## src/rtl/clk_ratio_div.sv

```systemverilog
module clk_ratio_div #(
  parameter int unsigned W = 32
) (
  input  logic         clk,
  input  logic         rst,
  input  logic [W-1:0] ratio,
  output logic         clk_out
);

  logic [W-1:0] cnt;
  logic [W-1:0] hi_len, lo_len, term;
  logic         hold_lo, hold_hi, at_end;

  assign hold_lo = (ratio == '0);
  assign hold_hi = (ratio == W'(1));
  assign hi_len  = ratio >> 1;
  assign lo_len  = ratio - hi_len;
  assign term    = clk_out ? hi_len - W'(1) : lo_len - W'(1);
  assign at_end  = (cnt >= term);

  always_ff @(posedge clk) begin
    if (rst) begin
      cnt     <= '0;
      clk_out <= 1'b0;
    end else if (hold_lo) begin
      cnt     <= '0;
      clk_out <= 1'b0;
    end else if (hold_hi) begin
      cnt     <= '0;
      clk_out <= 1'b1;
    end else if (at_end) begin
      cnt     <= '0;
      clk_out <= ~clk_out;
    end else begin
      cnt     <= cnt + W'(1);
    end
  end

endmodule

```

## config.mk

```make
export PLATFORM = sky130hd
export DESIGN_NAME = clk_ratio_div
export DESIGN_NICKNAME = d
export VERILOG_FILES = /design/src/rtl/clk_ratio_div.sv
export SDC_FILE = /design/constraint.sdc
export NUM_CORES = 1
export LEC_CHECK = 0
export BUFFER_PORTS_ARGS = -buffer_cell sky130_fd_sc_hd__buf_2
export CORE_ASPECT_RATIO = 0.7
export CORE_UTILIZATION = 64
export CTS_BUF_LIST = sky130_fd_sc_hd__clkbuf_2 sky130_fd_sc_hd__clkbuf_4 sky130_fd_sc_hd__clkbuf_8
export DETAILED_ROUTE_END_ITERATION = 10
export GPL_ROUTABILITY_DRIVEN = 0
export PLACE_DENSITY = 0.84
export SKIP_CTS_REPAIR_TIMING = 1
export SYNTH_ARGS = -nofsm -noshare
export SYNTH_HDL_FRONTEND = slang
export SYNTH_SLANG_ARGS = --single-unit
```

## constraint.sdc

```tcl
create_clock -name clk -period 5.1 [get_ports clk]
set_input_delay 0.51 -clock clk [delete_from_list [all_inputs] [get_ports clk]]
set_output_delay 0.51 -clock clk [all_outputs]
set_load 0.05 [all_outputs]
```

; ---- Yosys cells after proc, flatten, opt, wreduce, memory -nomap -nowiden
; Index checks and enable logic that the tools add are counted.
; Widths: inputs -> output; s select.
[word_totals]
word_cells = 16
register_bits = 33
out_inout_bits = 1
[op_classes]
addsub = 4
n_lt_le_gt_ge = 1
mux = 3
bitwise_logic = 1
n_reduce_logical = 4
n_eq_ne = 1
[op_table]
columns = cell, n
row1 = $add 32x1->32 const B, 1
row2 = $eq 32x1->1 const B, 1
row3 = $ge 32x32->1, 1
row4 = $logic_not 32->1, 1
row5 = $mux 32, 1
row6 = $sub 31x1->32 const B, 1
row7 = $sub 32x1->32 const B, 1
row8 = $sub 32x31->32, 1
row9 = $reduce_or 4->1, 1
row10 = $mux 1, 2
row11 = $reduce_bool 2->1, 1
row12 = $reduce_or 2->1, 1
row13 = $not 1->1, 1

; ---- Depth between registers and ports, before layout
[depth]
depth_word = 6
mapped_depth = 23

; ---- Worst setup path before layout
; No wires, ideal clock.
[synth_path]
kind = input to register
startpoint = input port ratio[1]
endpoint = register cnt[10]
t_arrival_ps = 4236
setup_slack_ps = 800
n_path_buf = 2
cell_stages = 22
cell_sequence = inv_1 ha_1 inv_1 fa_1 o21ba_1 nor4_2 o31a_1 a31oi_4 a31oi_4 o21ai_2 or3_1 a41oi_2 ha_1 nor2b_1 o21ai_0 o211ai_1 a21oi_1 o21ai_1 or2_1 clkbuf_1 buf_2 nor2_1
[synth_via]
elab_chain_len = 5
[synth_lines]
columns = item, line
row1 = start: declaration, 6  ; input logic [W-1:0] ratio,
row2 = $sub 32x31->32, 17  ; assign lo_len = ratio - hi_len;
row3 = $sub 32x1->32, 18  ; assign term = clk_out ? hi_len - W'(1) : lo_len - W'(1);
row4 = $mux 32, 18
row5 = $ge 32x32->1, 19  ; assign at_end = (cnt >= term);
row6 = $reduce_or 4->1 (no line) *, -
row7 = end signal: assignment, 35  ; cnt <= cnt + W'(1);
row8 = end: declaration, 10  ; logic [W-1:0] cnt;
; Every way passes the cells marked *; elsewhere a longest branch is shown, timed or not.
; A chain may end at the register's enable or synchronous reset.

; ---- Worst setup path in the final report
[layout_path]
startpoint = input port ratio[1]
endpoint = register cnt[6]
; Same word-level chain as after synthesis.

==> results.md <==
* Top-Level Pins at 35
* Final Max Slew Viols at 0
* Avg Cell Area, Syn at 7.48 um^2
* Worst slew pin tran at 0.672 ns
* Critical R2R Launch: clk_out
* First-pass iteration count of the detailed router at 5
* Cell variety after synth at 64
* Endpoints failing setup at 0
* Rows at 27
* Vias/cell at 6.17
* Top cell type by total area after synthesis: ha_1
* Crit path buffers/inverters at 4
* Final period util at 0.916
* Vias post-DR at 5177
* Total leakage power at 2.63 nW
* Critical path arrival at 4.90 ns
* Synth-to-layout area growth at 6.77%
* Worst Setup Start Kind: input pin
* Worst path cell trace: buf_2, inv_1, ha_1, inv_1, fa_1, o21ba_1, nor4_2, o31a_1, a31oi_4, a211oi_1, o21ai_0, and3_1, o31ai_1, ha_1, a21o_1, a21oi_1, o21ai_0, a21oi_1, o21ai_1, or2_1, buf_4, nor2_1
* Initial antenna violation count at 1
* CTS Buf Count at 5
* CP max FO at 32
* TritonCTS clock tree: built
* Fill count at 657
* Seq. cell area at 662 um^2
* Critical path's slowest cell: fa_1
* EDFF count, synth at 0
* Reg2reg end: cnt[6]
* Buffers on Ports at 34
* Clock skew after layout at 0.00356 ns
* Critical path type: input pin to flop
* Reg2reg path depth at 13
* Final hold slack at 0.487 ns
* Top cells by area, synth: ha_1 24%, dfxtp_1 13%, xnor2_1 9.1%
* Hold endpoint: cnt[0]
* DRC viols at 0
* Die Span X at 110 um
* Critical path's top delay family: compound AO/OA/AOI/OAI gates
* Peak VDD IR at 0.243 mV
* Pwr dens at 160 mW/mm^2
* Yosys Warn Count at 0
* DRT antenna net count at 0
* Hold path start: cnt[0]
* Top_reg_cell synth: dfxtp_1
* Fraction of layout cells with a size suffix above 1 at 0.0841
* H-tree Lvls at 2
* Worst min path class: flop to flop
* Top-area cell type share of the netlist area at 0.237
* Clk root buf: clkbuf_8
* Die area at 0.00860 mm^2
* Status: finished clean
* Worst EP required at 5.32 ns
* CP endpoint kind: flop
* Final hold violation count at 0
* First DRT Iteration DRCs at 512
* Cells after Synth at 704
* Latest clock arrival within the worst-skew pair at 0.29 ns
* TNS Setup at 0 ns
* Post-layout min period at 4.67 ns
* GR Overflow Total at 0
* Sequential fraction of the synthesis area at 0.125
* TritonCTS Sinks at 33
* Post-synth ARST share at 0
* First-pass GRT wire length at 22900 um
* Final WL at 13800 um
* Area occupied by multi-input gates at 0.00432 mm^2
* Worst stage delay on the critical path at 0.40 ns
* GRT Total Usage at 0.325
* CTS clk-pin slew, worst paths at 0.06 ns
* RSZ-0062 raised after global routing: no
* Relative slew slack at 0.552
* Synthesized area at 0.00527 mm^2
* Largest net degree at the start of global routing at 41
* Reg2Reg Setup Slack at 1.71 ns
* Top post-synthesis cells by count: 100 x ha_1, 90 x nor2_1, 65 x inv_1, 55 x xnor2_1, 48 x a21oi_1
* Syn Nets at 839
* Yosys reg bits at 33
* Die Ht at 77.9 um
* Final net count at 871
* CORE AREA at 0.00791 mm^2
* Clock Path Buffers at 2
* DP HPWL at 11400 um
* Max-cap violation count at 0
* Initial core utilization at 0.667
* Vias in the first global route at 4805
* Worst Hold Path Cells at 1
* Drt wl/cell at 16.4 um
* Count leader, synth: ha_1
* F_max at 0.214 GHz
kinds of logic (layout without fill, tap and decap cells):
group,Yosys count,in the layout,share of synthesized area
AND/OR/NAND/NOR,248,248,0.227
AO/OA/AOI/OAI,162,162,0.210
adder cells (fa/ha/maj),101,101,0.241
XOR/XNOR,78,78,0.130
buffers and inverters,76,109,0.0549
flip-flops,33,33,0.125
multiplexers,6,6,0.0116
other,0,1,0
through the flow:
step / setup WS (ns) / cells / total power (W) / area, um^2 / utilization
finish: 0.427 / 839 / 0.000899 / 5630 / 0.712
global route: 0.147 / 839 / 0.000964 / 5630 / 0.712
CTS: 0.480 / 838 / 0.000889 / 5620 / 0.711
detailed placement: 0.177 / 830 / 0.000699 / 5540 / 0.700
global placement: 0.422 / 830 / 0.000679 / 5540 / 0.700
floorplan: 0.800 / 704 / 0.000585 / 5270 / -
cell usage in the layout, fill, tap and decap left out, types with 3 or more instances in the layout:
cell type and instances:
and3_1 15, mux2i_1 5, o31ai_1 8, nand4_1 20, o211ai_1 3, a21o_1 23
clkbuf_8 5, a31oi_1 6, o21a_1 4, nand2_1 47, nor2_1 90, o21ai_0 28
inv_1 65, xnor2_1 55, buf_2 34, o21bai_1 7, nor4_1 6, nor2b_1 7
a211oi_1 5, nor3_1 12, or3_1 3, xor2_1 23, ha_1 100, dfxtp_1 32
a21oi_1 48, nand2b_1 11, nand3_1 21, or2_2 3, and4_1 3
how the worst max path moves through the flow:
stage	slack, ns	start	depth (start not counted)	endpoint
CTS	0.48	ratio[1]	22	cnt[6]
detailed placement	0.18	ratio[1]	22	cnt[17]
global placement	0.42	ratio[1]	22	cnt[23]
global route	0.15	ratio[1]	22	cnt[17]
floorplan	0.80	ratio[1]	22	cnt[10]
finish	0.43	ratio[1]	22	cnt[6]
final cells by class:
cell class	instances	area share
Clock buffer	5	0.0122
Tap cell	101	0.0225
Timing Repair Buffer	36	0.0329
Inverter	65	0.0434
Clock inverter	3	0.00311
Multi-Input combinational cell	595	0.768
Sequential cell	33	0.118
Antenna cell	1	0.000445
flip-flops by register name, indices dropped and copies added, names as in the netlist:
register	flops
cnt	32
clk_out	1
routing by layer:
metal | vias up | track usage | share of wire
li1 | 2527 | - | -
met1 | 2387 | 0.479 | 0.47
met2 | 239 | 0.484 | 0.41
met3 | 24 | 0.0430 | 0.10
met4 | 0 | 0.103 | 0.021
met5 | - | 0 | 0
where the power goes:
group          total [W]  internal, W  switching (W)
Sequential      0.000262     0.000260     0.00000252
Clock           0.000191    0.0000939      0.0000969
Combinational   0.000446     0.000175       0.000270
Total           0.000899     0.000529       0.000370
(Power assumes the default switching activity.)
